[config.mk]
export PLATFORM = sky130hd
export DESIGN_NAME = static_strobe_seq
export DESIGN_NICKNAME = d
export VERILOG_FILES = /design/src/rtl/smss_pkg.sv /design/src/rtl/smss_span.sv /design/src/rtl/smss_ctrl.sv /design/src/rtl/smss_lane.sv /design/src/rtl/static_strobe_seq.sv
export SDC_FILE = /design/constraint.sdc
export NUM_CORES = 1
export LEC_CHECK = 0
export BUFFER_PORTS_ARGS = -buffer_cell sky130_fd_sc_hd__buf_2
export CORE_MARGIN = 1
export CORE_UTILIZATION = 45
export DETAILED_ROUTE_END_ITERATION = 16
export GPL_TIMING_DRIVEN = 1
export HOLD_SLACK_MARGIN = 0.15
export PLACE_DENSITY_LB_ADDON = 0.3
export SYNTH_ARGS = -nofsm -noshare
export SYNTH_HDL_FRONTEND = slang
export SYNTH_SLANG_ARGS = --single-unit
[constraint.sdc]
create_clock -name clk -period 2.2 [get_ports clk]
set_clock_uncertainty 0.05 [all_clocks]
set_input_delay 0.33 -clock clk [delete_from_list [all_inputs] [get_ports clk]]
set_output_delay 0.33 -clock clk [all_outputs]
set_load 0.01 [all_outputs]
[src/rtl/smss_pkg.sv]
package smss_pkg;
   typedef enum logic [1:0] {
      ST_IDLE   = 2'd0,
      ST_ACCESS = 2'd1,
      ST_FLOAT  = 2'd2
   } seq_state_t;

   localparam int LANE_BITS = 8;
endpackage

[src/rtl/smss_span.sv]
// Access length from a strobe window: stretch when the cycle is too short.
module smss_span #(
   parameter int CW = 6,
   localparam int LW = CW + 1
) (
   input  logic [CW-1:0] setup,
   input  logic [CW-1:0] pulse,
   input  logic [CW-1:0] cycle,
   output logic [LW-1:0] strobe_end,
   output logic [LW-1:0] span
);
   always_comb begin
      strobe_end = {1'b0, setup} + {1'b0, pulse};
      if ({1'b0, cycle} < strobe_end)
         span = strobe_end + LW'(1);
      else
         span = {1'b0, cycle};
   end
endmodule

[src/rtl/smss_ctrl.sv]
// Access state machine: cycle counter, strobe window, turnaround period.
module smss_ctrl
   import smss_pkg::*;
#(
   parameter int CW = 6,
   localparam int LW = CW + 1
) (
   input  logic          clk,
   input  logic          rst_n,
   input  logic          req_valid,
   input  logic          req_write,
   output logic          req_ready,
   output logic          accept,
   input  logic [LW-1:0] wr_span,
   input  logic [LW-1:0] wr_end,
   input  logic [CW-1:0] wr_setup,
   input  logic [LW-1:0] rd_span,
   input  logic [LW-1:0] rd_end,
   input  logic [CW-1:0] float_len,
   input  logic          float_skip,
   output logic          cs_n,
   output logic          re_n,
   output logic          we_n,
   output logic          drive,
   output logic          capture
);
   seq_state_t    state;
   logic [LW-1:0] cnt, span_q, start_q, end_q;
   logic [CW-1:0] float_q, fcnt;
   logic          skip_q, op_wr;
   logic          last_cycle, strobe_on;

   assign req_ready  = (state == ST_IDLE) ||
                       (state == ST_FLOAT && skip_q && !req_write);
   assign accept     = req_valid && req_ready;
   assign last_cycle = (cnt == span_q - LW'(1));
   assign strobe_on  = (state == ST_ACCESS) && (cnt >= start_q) && (cnt < end_q);

   always_ff @(posedge clk or negedge rst_n) begin
      if (!rst_n) begin
         state   <= ST_IDLE;
         cnt     <= '0;
         span_q  <= LW'(1);
         start_q <= '0;
         end_q   <= '0;
         float_q <= '0;
         fcnt    <= '0;
         skip_q  <= 1'b0;
         op_wr   <= 1'b0;
      end else if (accept) begin
         state   <= ST_ACCESS;
         cnt     <= '0;
         op_wr   <= req_write;
         span_q  <= req_write ? wr_span : rd_span;
         start_q <= req_write ? {1'b0, wr_setup} : '0;
         end_q   <= req_write ? wr_end : rd_end;
         float_q <= float_len;
         skip_q  <= float_skip;
      end else begin
         unique case (state)
            ST_ACCESS: begin
               if (last_cycle) begin
                  fcnt  <= '0;
                  state <= (!op_wr && float_q != '0) ? ST_FLOAT : ST_IDLE;
               end else begin
                  cnt <= cnt + LW'(1);
               end
            end
            ST_FLOAT: begin
               if (fcnt == float_q - CW'(1)) state <= ST_IDLE;
               else                          fcnt  <= fcnt + CW'(1);
            end
            default: state <= ST_IDLE;
         endcase
      end
   end

   assign cs_n    = (state != ST_ACCESS);
   assign we_n    = !(strobe_on && op_wr);
   assign re_n    = !(strobe_on && !op_wr);
   assign drive   = (state == ST_ACCESS) && op_wr;
   assign capture = (state == ST_ACCESS) && !op_wr && (cnt == end_q - LW'(1));

   AST_STROBE_IN_CS: assert property (@(posedge clk) disable iff (!rst_n)
      (!we_n || !re_n) |-> !cs_n);
   AST_ONE_STROBE: assert property (@(posedge clk) disable iff (!rst_n)
      !(!we_n && !re_n));
   AST_BUSY_NOT_READY: assert property (@(posedge clk) disable iff (!rst_n)
      !cs_n |-> !req_ready);
   AST_FLOAT_READ_ONLY: assert property (@(posedge clk) disable iff (!rst_n)
      (state == ST_FLOAT && accept) |=> (!op_wr && !cs_n));
   AST_SPAN_COVERS: assert property (@(posedge clk) disable iff (!rst_n)
      (state == ST_ACCESS && last_cycle) |-> (cnt + LW'(1) >= end_q));
   AST_CS_HELD: assert property (@(posedge clk) disable iff (!rst_n)
      (state == ST_ACCESS && !last_cycle) |=> !cs_n);
endmodule

[src/rtl/smss_lane.sv]
// One byte lane of the data bus: write hold register, enable, read capture.
module smss_lane
   import smss_pkg::*;
(
   input  logic                 clk,
   input  logic                 rst_n,
   input  logic                 accept,
   input  logic                 lane_on,
   input  logic [LANE_BITS-1:0] wbyte,
   input  logic                 drive,
   input  logic                 capture,
   input  logic [LANE_BITS-1:0] din,
   output logic [LANE_BITS-1:0] dout,
   output logic                 oe,
   output logic [LANE_BITS-1:0] rbyte
);
   logic [LANE_BITS-1:0] wd_q;

   always_ff @(posedge clk or negedge rst_n) begin
      if (!rst_n) begin
         wd_q  <= '0;
         rbyte <= '0;
      end else begin
         if (accept)  wd_q  <= wbyte;
         if (capture) rbyte <= lane_on ? din : '0;
      end
   end

   assign dout = wd_q;
   assign oe   = drive && lane_on;

   AST_DATA_STEADY: assert property (@(posedge clk) disable iff (!rst_n)
      (oe && $past(oe)) |-> $stable(dout));
endmodule

[src/rtl/static_strobe_seq.sv]
module static_strobe_seq
   import smss_pkg::*;
#(
   parameter int LANES = 2,
   parameter int CW    = 6
) (
   input  logic                   clk,
   input  logic                   rst_n,
   input  logic                   req_valid,
   output logic                   req_ready,
   input  logic                   req_write,
   input  logic [8*LANES-1:0]     req_wdata,
   input  logic                   cfg_wide,
   input  logic [CW-1:0]          cfg_wr_setup,
   input  logic [CW-1:0]          cfg_wr_pulse,
   input  logic [CW-1:0]          cfg_wr_cycle,
   input  logic [CW-1:0]          cfg_rd_pulse,
   input  logic [CW-1:0]          cfg_rd_cycle,
   input  logic [CW-1:0]          cfg_float,
   input  logic                   cfg_float_skip,
   output logic                   rsp_valid,
   output logic [8*LANES-1:0]     rsp_rdata,
   output logic                   mem_cs_n,
   output logic                   mem_re_n,
   output logic                   mem_we_n,
   output logic [8*LANES-1:0]     mem_dq_o,
   output logic [LANES-1:0]       mem_dq_oe,
   input  logic [8*LANES-1:0]     mem_dq_i
);
   localparam int LW = CW + 1;

   if (LANES < 1 || LANES > 2) begin : g_bad_lanes
      $error("static_strobe_seq: LANES must be 1 or 2");
   end
   if (CW < 2) begin : g_bad_cw
      $error("static_strobe_seq: CW must be at least 2");
   end

   logic [LW-1:0] wr_span, wr_end, rd_span, rd_end;
   logic          accept, drive, capture, wide_q;
   logic [LANES-1:0][LANE_BITS-1:0] dout_a, rbyte_a;

   smss_span #(.CW(CW)) u_wr_span (
      .setup(cfg_wr_setup), .pulse(cfg_wr_pulse), .cycle(cfg_wr_cycle),
      .strobe_end(wr_end), .span(wr_span));

   smss_span #(.CW(CW)) u_rd_span (
      .setup('0), .pulse(cfg_rd_pulse), .cycle(cfg_rd_cycle),
      .strobe_end(rd_end), .span(rd_span));

   smss_ctrl #(.CW(CW)) u_ctrl (
      .clk(clk), .rst_n(rst_n),
      .req_valid(req_valid), .req_write(req_write),
      .req_ready(req_ready), .accept(accept),
      .wr_span(wr_span), .wr_end(wr_end), .wr_setup(cfg_wr_setup),
      .rd_span(rd_span), .rd_end(rd_end),
      .float_len(cfg_float), .float_skip(cfg_float_skip),
      .cs_n(mem_cs_n), .re_n(mem_re_n), .we_n(mem_we_n),
      .drive(drive), .capture(capture));

   always_ff @(posedge clk or negedge rst_n) begin
      if (!rst_n) begin
         wide_q    <= 1'b0;
         rsp_valid <= 1'b0;
      end else begin
         if (accept) wide_q <= cfg_wide;
         rsp_valid <= capture;
      end
   end

   for (genvar g = 0; g < LANES; g++) begin : g_lane
      logic lane_on;
      if (g == 0) begin : g_base
         assign lane_on = 1'b1;
      end else begin : g_upper
         assign lane_on = wide_q;
      end
      smss_lane u_lane (
         .clk(clk), .rst_n(rst_n), .accept(accept), .lane_on(lane_on),
         .wbyte(req_wdata[g*LANE_BITS +: LANE_BITS]),
         .drive(drive), .capture(capture),
         .din(mem_dq_i[g*LANE_BITS +: LANE_BITS]),
         .dout(dout_a[g]), .oe(mem_dq_oe[g]), .rbyte(rbyte_a[g]));
   end

   assign mem_dq_o  = dout_a;
   assign rsp_rdata = rbyte_a;

   AST_RSP_ON_RISE: assert property (@(posedge clk) disable iff (!rst_n)
      rsp_valid |-> $rose(mem_re_n));
   AST_OE_IN_WRITE: assert property (@(posedge clk) disable iff (!rst_n)
      (mem_dq_oe != '0) |-> (!mem_cs_n && mem_re_n));
   if (LANES == 2) begin : g_narrow_chk
      AST_NARROW_UPPER: assert property (@(posedge clk) disable iff (!rst_n)
         (!wide_q && (rsp_valid || mem_dq_oe != '0))
            |-> (!mem_dq_oe[1] && (!rsp_valid || rsp_rdata[15:8] == 8'h00)));
   end
endmodule

==> flow_metrics.tcl, run 1 <==
set metrics [dict create \
    finish.instance_area_mm2 0.00726 \
    io_buffer_count 112 \
    violations "setup timing" \
    clkPwrFrac_pct 11.8 \
    power.density_mw_per_mm2 1170 \
    mostFrequentLayoutCells "106 x buf_2, 102 x nand2_1, 75 x dfrtp_1" \
    placed_cells 854 \
    fin_crit_sh_pct 128 \
    nets 884 \
    cts_tree "done" \
    antenna_cells 0 \
    startpoint_type "flop" \
    start_util_pct 46.4 \
    coreArea_mm2 0.0109 \
    critical_path.max_fanout 2 \
    maxSlewViolCount 0 \
    finalHoldViolCount 0 \
    first_global_vias 4847 \
    fp.dieH_um 108 \
    fin_cells 919 \
    maxSlewHeadroom_pct 61.7 \
    die_width_um 108 \
    p_comb_share_pct 58.4 \
    grt_pass1_wl_um 23200 \
    crit_chain "inv_2 -> ha_4 -> nand2b_4 -> a21o_1 -> a21o_1 -> a21o_1 -> a21o_1 -> a211o_1 -> nand3b_1 -> buf_2" \
    gp_congestion 0.886 \
    postRouteAntennaNets 0 \
    layout-drive-gt1-share_pct 37.0 \
    worstSetupPathType "reg -> out" \
    p_switching_mw 3.62 \
    nFillCells 847 \
    drc_errors 0 \
    yosysUniqueCellTypes 62 \
    syn_avg_cell_area_um2 9.08 \
    peakVddDrop_mv 0.519 \
    wl_per_cell_um 15.6 \
    hold_slack_ns 0.168 \
    synth_area_mm2 0.00505 \
    dp_slack_ns -0.913 \
    dp_hpwl_um 9940 \
    cp-end-kind "output port" \
    ctsLongestPathBuffers 2 \
    crit_family "compound AO/OA/AOI/OAI gates" \
    rsz0062_at_grt "yes" \
    p_int_mw 4.84 \
    vias 4857 \
    placementRows 38 \
    io_pins 113 \
    status "finished, violations left" \
    maxCapViolations 0 \
    clockRootBuffer "clkbuf_8" \
    cts_sinks 77 \
    critPathRequiredTime_ns 1.82 \
    yosysWarnings 0 \
    multi_input_area_mm2 0.00317 \
    worst_slew_pin_slew_ns 0.571 \
    dieArea_mm2 0.0117 \
    async_flop_share_pct 100 \
    p_sw_share_pct 42.8 \
    fmax_ghz 0.354 \
    critPathSlowestCell "dfrtp_1" \
    drt_iter0_markers 228 \
    ys.flop_type "dfrtp_1" \
    setup_viol 25 \
    hold_path.class "in -> reg" \
    cts_buffers 9 \
    h-tree-depth 3 \
    crit_buf_inv 2 \
    clock_latency_ns 0.36 \
    grt_max_degree 50 \
    place_area_mm2 0.00631 \
    clk_pin_slew_ns 0.09 \
    synth_nets 666 \
    synth-seq-cells 77 \
    yosysSeqAreaShare_pct 38.2 \
    wirelength_um 14300 \
    setup_slack_ns -0.625 \
    drt_pass1_iterations 5 \
    register_area_mm2 0.00193 \
    viasPerCell 5.29 \
    critPathArrivalTime_ns 2.44 \
    fin_crit_ns 2.82 \
    layout_commonest_cell "buf_2" \
    cp_slowest_stage_delay_ns 0.42 \
    overflow 0 \
    synth-edff-count 0 \
    syn_inst 556 \
    syn2layout_area_growth_pct 43.7 \
    p_leak_nw 3.57 \
    grt_use_total_pct 25.8 \
    path_common_cell "a21o_1" \
    antenna_found_initial 0 \
    power_frac_seq_pct 29.8 \
]
## metrics by stage
| step | power (mW) | util (%) | TNS [ns] |
|---|---|---|---|
| 6_report | 8.46 | 66.7 | -5.23 |
| 2_1_floorplan | 5.18 | - | -4.22 |
| 4_1_cts | 8.24 | 66.0 | -4.23 |
| 3_5_place_dp | 6.71 | 58.0 | -8.12 |
| 5_1_grt | 9.10 | 66.7 | -7.69 |
| 3_3_place_gp | 6.51 | 58.0 | -6.31 |
## area by class of cell
type	instances	area share [%]
multi-input combinational	414	43.6
sequential	77	26.6
timing repair buffer	228	22.7
tap	140	2.41
inverter	44	2.27
clock buffer	10	1.76
clock inverter	6	0.655
## registers in the layout, summed over array words and instances, names as in the netlist, 2 cells and up
| register | cells |
|---|---|
| u_ctrl.fcnt | 6 |
| g_lane.u_lane.rbyte | 16 |
| u_ctrl.state | 2 |
| u_ctrl.end_q | 7 |
| u_ctrl.span_q | 7 |
| g_lane.u_lane.dout | 16 |
| u_ctrl.float_q | 6 |
| u_ctrl.cnt | 7 |
| u_ctrl.start_q | 6 |
## synth_stat cells (3+ instances only)
library cell    n  area share, %
nand2_1       102            7.6
dfrtp_1        76             38
inv_1          43            3.2
ha_1           35            8.7
o21ai_0        35            3.5
xnor2_1        25            4.3
nand3_1        22            2.2
mux2i_1        20            4.0
nor2_1         20            1.5
a21oi_1        14            1.4
nor3_1         13            1.3
mux2_2         12            2.7
xor2_1         12            2.1
a21o_1          9            1.3
clkbuf_1        9           0.67
nand2b_1        9            1.1
nand4_1         7           0.87
a22oi_1         5           0.74
a31oi_1         5           0.62
buf_4           5           0.74
nor2b_1         5           0.62
and3_1          4           0.50
nor4_1          4           0.50
o21a_1          4           0.59
a21oi_2         3           0.52
buf_1           3           0.22
maj3_1          3           0.59
o211ai_1        3           0.45
or4_1           3           0.45
## worst paths after layout
check / slack (ns) / endpoint / cells after the start / startpoint
max: -0.62 / mem_re_n / 10 / u_ctrl.cnt[0]
min: 0.17 / g_lane[1].u_lane.rbyte[2] / 3 / mem_dq_i[10]
max reg2reg: -0.11 / g_lane[1].u_lane.rbyte[3] / 11 / u_ctrl.end_q[1]
min reg2reg: 0.43 / g_lane[0].u_lane.dout[1] / 2 / g_lane[0].u_lane.dout[1]
max in group asynchronous: 1.11 / u_ctrl.end_q[6] / 3 / rst_n
min in group asynchronous: 0.39 / u_ctrl.fcnt[5] / 2 / rst_n
## power by group through the flow
stage / logic [mW] / clock network [mW] / registers [mW]
final: 4.94 / 0.996 / 2.52
after global routing: 5.44 / 1.07 / 2.59
after CTS: 4.72 / 1.02 / 2.50
after detailed placement: 4.20 / 0 / 2.51
after global placement: 4.04 / 0 / 2.47
after floorplan: 2.61 / 0 / 2.57
## cells by family after synthesis
group	Yosys count	synth area share [%]
XOR/XNOR	37	6.42
flip-flops	77	38.2
buffers and inverters	65	5.55
AND/OR/NAND/NOR	204	19.4
AO/OA/AOI/OAI	99	13.5
multiplexers	34	7.08
adder cells (fa/ha/maj)	40	9.88
## per-layer routing
layer | up-vias | global-route usage (%) | part of all wire [%]
met1 | 2318 | 32.8 | 44
met4 | 0 | 10.2 | 2.5
met5 | - | 0 | 0
met2 | 160 | 43.5 | 49
met3 | 30 | 4.22 | 5.0
li1 | 2349 | - | -
## worst min-delay path, stage by stage
cell,delay (ns)
buf_2,0.10
nand2_1,0.05
mux2i_1,0.06
## repair_timing
item | 4_1_cts | 5_1_grt
setup buffers | 10 | 4
hold buffers | 36 | 0
endpoints found under the setup margin | 31 | 38
resized for setup | 54 | 17
pin swaps | 21 | 18
endpoints found under the hold margin | 64 | 0
cloned | 1 | 0
Power figures use the tool's default switching activity.
==> inputs of run 2 (changes only) <==
--- a/config.mk
+++ b/config.mk
@@ -10,7 +10,6 @@
 export CORE_UTILIZATION = 45
 export DETAILED_ROUTE_END_ITERATION = 16
 export GPL_TIMING_DRIVEN = 1
-export HOLD_SLACK_MARGIN = 0.15
 export PLACE_DENSITY_LB_ADDON = 0.3
 export SYNTH_ARGS = -nofsm -noshare
 export SYNTH_HDL_FRONTEND = slang
==> constraint.sdc (replaced) <==
create_clock -name clk -period 2.2 [get_ports clk]
set_clock_uncertainty 0.05 [all_clocks]
set_input_delay 0.22 -clock clk [delete_from_list [all_inputs] [get_ports clk]]
set_output_delay 0.22 -clock clk [all_outputs]
set_load 0.01 [all_outputs]
==> flow_metrics.tcl, run 2 (synthesized netlist as in run 1, its figures left out) <==
set metrics [dict create \
    status "finished, violations left" \
    violations "setup timing" \
    rsz0062_at_grt "yes" \
    hold_path.class "in -> reg" \
    syn2layout_area_growth_pct 41.0 \
    maxCapViolations 0 \
    coreArea_mm2 0.0109 \
    layout-drive-gt1-share_pct 38.5 \
    grt_max_degree 50 \
    setup_slack_ns -0.423 \
    worstSetupPathType "reg -> out" \
    vias 4731 \
    fin_crit_ns 2.62 \
    setup_viol 25 \
    antenna_cells 0 \
    crit_chain "inv_2 -> ha_4 -> nand2b_4 -> a21o_1 -> a21o_1 -> a21o_1 -> a21o_1 -> a211o_1 -> nand3b_1 -> buf_2" \
    peakVddDrop_mv 0.560 \
    cp-end-kind "output port" \
    gp_congestion 0.940 \
    crit_buf_inv 2 \
    dieArea_mm2 0.0117 \
    ctsLongestPathBuffers 2 \
    register_area_mm2 0.00193 \
    io_buffer_count 112 \
    fmax_ghz 0.381 \
    clockRootBuffer "clkbuf_8" \
    critical_path.max_fanout 2 \
    crit_family "compound AO/OA/AOI/OAI gates" \
    placementRows 38 \
    overflow 0 \
    drc_errors 0 \
    grt_use_total_pct 24.9 \
    fp.dieH_um 108 \
    postRouteAntennaNets 0 \
    wirelength_um 14000 \
    drt_pass1_iterations 5 \
    cts_buffers 9 \
    nets 869 \
    path_common_cell "a21o_1" \
    die_width_um 108 \
    p_leak_nw 3.50 \
    finalPower_mw 8.56 \
    dp_hpwl_um 9930 \
    mostFrequentLayoutCells "107 x buf_2, 102 x nand2_1, 74 x dfrtp_1" \
    cp_slowest_stage_delay_ns 0.40 \
    clk_pin_slew_ns 0.07 \
    clock_latency_ns 0.37 \
    wl_per_cell_um 15.5 \
    io_pins 113 \
    critPathRequiredTime_ns 1.93 \
    antenna_found_initial 0 \
    maxSlewHeadroom_pct 62.6 \
    critPathArrivalTime_ns 2.35 \
    h-tree-depth 3 \
    layout_commonest_cell "buf_2" \
    critPathSlowestCell "dfrtp_1" \
    fin_util_pct 65.4 \
    drt_iter0_markers 293 \
    startpoint_type "flop" \
    viasPerCell 5.23 \
    power.density_mw_per_mm2 1200 \
    cts_tree "done" \
    multi_input_area_mm2 0.00321 \
    cts_sinks 77 \
    worst_slew_pin_slew_ns 0.557 \
    nFillCells 856 \
    grt_pass1_wl_um 22400 \
    finalHoldViolCount 0 \
    start_util_pct 46.4 \
    first_global_vias 4784 \
    fin_crit_sh_pct 119 \
    maxSlewViolCount 0 \
]
## run 2: power breakdown
group | internal [mW] | switching (mW)
Clock | 0.447 | 0.538
Combinational | 2.49 | 2.59
Sequential | 2.02 | 0.484
Total | 4.95 | 3.61
## run 2: what timing repair did
item,4_1_cts,5_1_grt
setup endpoints to repair,30,39
gates cloned,1,0
hold buffers,20,0
hold endpoints to repair,56,0
pin swaps,37,20
gates resized for setup,42,41
setup buffers,11,10
## run 2: through the flow
step / cells / setup slack [ns] / cell area [um2] / hold slack (ns) / setup TNS (ns)
finish: 904 / -0.423 / 7120 / 0.00949 / -5.66
detailed placement: 849 / -0.767 / 6240 / 0.178 / -6.76
floorplan: 556 / -0.556 / 5120 / -0.126 / -3.40
global route: 904 / -0.532 / 7120 / 0.00668 / -7.66
global placement: 849 / -0.711 / 6240 / 0.176 / -5.08
CTS: 896 / -0.460 / 6900 / 0.000181 / -3.73
## run 2: per-layer routing
metal	part of all wire, %	vias to the layer above	GRT usage [%]	wire (um)
li1	-	2318	-	-
met1	44	2261	31.2	6150
met2	50	130	43.0	7000
met3	4.3	22	4.34	596
met4	1.8	0	8.71	255
met5	0	-	0	0
## run 2: area by class of cell
| class | count | area share [%] |
|---|---|---|
| Inverter | 44 | 2.32 |
| Clock inverter | 4 | 0.457 |
| Multi-Input combinational cell | 414 | 45.1 |
| Sequential cell | 77 | 27.1 |
| Tap cell | 140 | 2.46 |
| Timing Repair Buffer | 213 | 20.6 |
| Clock buffer | 12 | 2.04 |
## run 2: worst min-delay path, cell delays in order
cell	delay (ns)
buf_2	0.08
nand2_1	0.04
o21ai_0	0.06
## run 2: path summary, 6_finish.rpt
check                                               from                         to  slack (ns)  depth (start not counted)
min in group asynchronous                          rst_n            u_ctrl.end_q[3]        0.33                          2
worst min-delay path                        cfg_float[1]          u_ctrl.float_q[1]       0.009                          3
worst min register to register  g_lane[1].u_lane.dout[5]   g_lane[1].u_lane.dout[5]        0.42                          2
worst max register to register           u_ctrl.end_q[1]  g_lane[0].u_lane.rbyte[7]       -0.28                         11
worst max-delay path                       u_ctrl.cnt[0]                   mem_re_n       -0.42                         10
max in group asynchronous                          rst_n          u_ctrl.float_q[1]        1.19                          3
==> inputs of run 3 (changes only) <==
--- a/config.mk
+++ b/config.mk
@@ -7,10 +7,11 @@
 export LEC_CHECK = 0
 export BUFFER_PORTS_ARGS = -buffer_cell sky130_fd_sc_hd__buf_2
 export CORE_MARGIN = 1
-export CORE_UTILIZATION = 45
+export CORE_UTILIZATION = 50
 export DETAILED_ROUTE_END_ITERATION = 16
 export GPL_TIMING_DRIVEN = 1
 export PLACE_DENSITY_LB_ADDON = 0.3
+export SKIP_LAST_GASP = 1
 export SYNTH_ARGS = -nofsm -noshare
 export SYNTH_HDL_FRONTEND = slang
 export SYNTH_SLANG_ARGS = --single-unit
==> flow_metrics.tcl, run 3 (synthesized netlist as in run 1, its figures left out) <==
set metrics [dict create \
    p_sw_share_pct 42.7 \
    antenna_cells 0 \
    syn2layout_area_growth_pct 41.7 \
    cts_buffers 9 \
    reg2regPathDepth 12 \
    fin_util_pct 73.2 \
    grt_pass1_wl_um 21600 \
    grt_max_degree 50 \
    fmax_ghz 0.371 \
    reg2reg_slack_ns -0.38 \
    p_int_mw 5.07 \
    nets 868 \
    wirelength_um 14300 \
    rsz0062_at_grt "yes" \
    startpoint_type "input pin" \
    fp.dieH_um 103 \
    clock_latency_ns 0.36 \
    fin_setup_tns_ns -9.48 \
    peakVddDrop_mv 0.496 \
    critPathArrivalTime_ns 2.92 \
    finish.instance_area_mm2 0.00716 \
    die_width_um 103 \
    fin_crit_sh_pct 123 \
    cts_sinks 77 \
    critical_path.max_fanout 4 \
    h-tree-depth 3 \
    placementRows 36 \
    cp-end-kind "flop" \
    power.density_mw_per_mm2 1240 \
    p_switching_mw 3.78 \
    power_frac_seq_pct 28.4 \
    vias 4857 \
    finalHoldViolCount 0 \
    io_pins 113 \
    viasPerCell 5.42 \
    antenna_found_initial 0 \
    p_comb_share_pct 59.3 \
    hold_slack_ns 0.00884 \
    reg2reg_from "u_ctrl.end_q[1]" \
    postRouteAntennaNets 0 \
    reg2reg_to "g_lane[1].u_lane.rbyte[2]" \
    drc_errors 0 \
    clockRootBuffer "clkbuf_8" \
    status "finished, violations left" \
    gp_congestion 0.973 \
    drt_iter0_markers 219 \
    mostFrequentLayoutCells "107 x buf_2, 102 x nand2_1, 76 x dfrtp_1" \
    worst_hold_path.num_cells 3 \
    overflow 0 \
    maxCapViolations 0 \
    p_leak_nw 3.53 \
    critPathRequiredTime_ns 2.42 \
    violations "setup timing" \
    coreArea_mm2 0.00977 \
    whs_endpoint "g_lane[1].u_lane.dout[3]" \
    io_buffer_count 112 \
    layout_commonest_cell "buf_2" \
    first_global_vias 4604 \
    cts_tree "done" \
    setup_slack_ns -0.499 \
    start_util_pct 51.7 \
    grt_use_total_pct 26.7 \
    dieArea_mm2 0.0105 \
    wl_per_cell_um 16.0 \
    ctsLongestPathBuffers 2 \
    place_area_mm2 0.00622 \
    layout-drive-gt1-share_pct 38.3 \
    setup_viol 27 \
    maxSlewHeadroom_pct 59.1 \
    maxSlewViolCount 0 \
    drt_pass1_iterations 5 \
    fin_crit_ns 2.70 \
    clk_pin_slew_ns 0.08 \
    worst_slew_pin_slew_ns 0.613 \
    dp_hpwl_um 9650 \
    worstSetupPathType "in -> reg" \
    hold_path.class "in -> reg" \
    holdCritStartpoint "req_wdata[11]" \
    clkPwrFrac_pct 12.3 \
]
-- run 3: power groups by stage --
stage                     registers, mW  logic (mW)  clock network, mW
after global placement             2.44        4.00                  0
after global routing               2.58        5.76               1.16
after floorplan                    2.57        2.59                  0
after detailed placement           2.48        4.15                  0
final                              2.52        5.26               1.09
after CTS                          2.46        4.58               1.10
-- run 3: layout make-up --
class | count | area (um2)
Clock inverter | 7 | 75.1
Sequential cell | 77 | 1930
Multi-Input combinational cell | 416 | 3240
Clock buffer | 9 | 124
Fill cell | 708 | 2620
Inverter | 44 | 165
Tap cell | 133 | 166
Timing Repair Buffer | 210 | 1450
-- run 3: through the flow --
| stage | cells | setup slack, ns | power, mW |
|---|---|---|---|
| finish | 896 | -0.499 | 8.86 |
| global route | 896 | -0.591 | 9.51 |
| CTS | 880 | -0.494 | 8.15 |
| detailed placement | 839 | -0.858 | 6.63 |
| global placement | 839 | -0.679 | 6.44 |
| floorplan | 556 | -0.556 | 5.15 |
-- run 3: worst max-delay path, stage by stage --
cell and delay (ns):
buf_8 0.07, ha_4 0.14, inv_2 0.04, fa_2 0.36, xnor2_2 0.18, inv_1 0.10, ha_1 0.28, o21a_1 0.13
nor2_2 0.04, a21o_1 0.15, maj3_2 0.35, buf_6 0.14, a211oi_4 0.32, mux2i_2 0.17, a31oi_4 0.22
-- run 3: how the worst max path moves through the flow --
stage	start	end	slack, ns	cells after the start
after detailed placement	cfg_wr_setup[0]	u_ctrl.span_q[3]	-0.86	14
after floorplan	cfg_wr_setup[0]	u_ctrl.span_q[5]	-0.56	13
after global routing	cfg_wr_pulse[0]	u_ctrl.span_q[5]	-0.59	15
final	cfg_wr_pulse[0]	u_ctrl.span_q[5]	-0.50	15
after global placement	cfg_wr_setup[0]	u_ctrl.span_q[3]	-0.68	14
after CTS	u_ctrl.cnt[0]	mem_re_n	-0.49	10
-- run 3: routing by layer --
metal	up-vias	routed length [um]	GRT usage, %
met3	23	594	3.46
met5	-	0	0
met2	165	7450	46.7
li1	2330	-	-
met4	0	292	11.0
met1	2339	5960	33.2
-- run 3: repair_timing --
action                                  4_1_cts  5_1_grt
endpoints found under the hold margin        59        0
gates cloned                                  2        1
hold buffers                                 15        0
gates resized for setup                      36       52
endpoints found under the setup margin       31       39
setup buffers                                 9       17
pin swaps                                    34       27
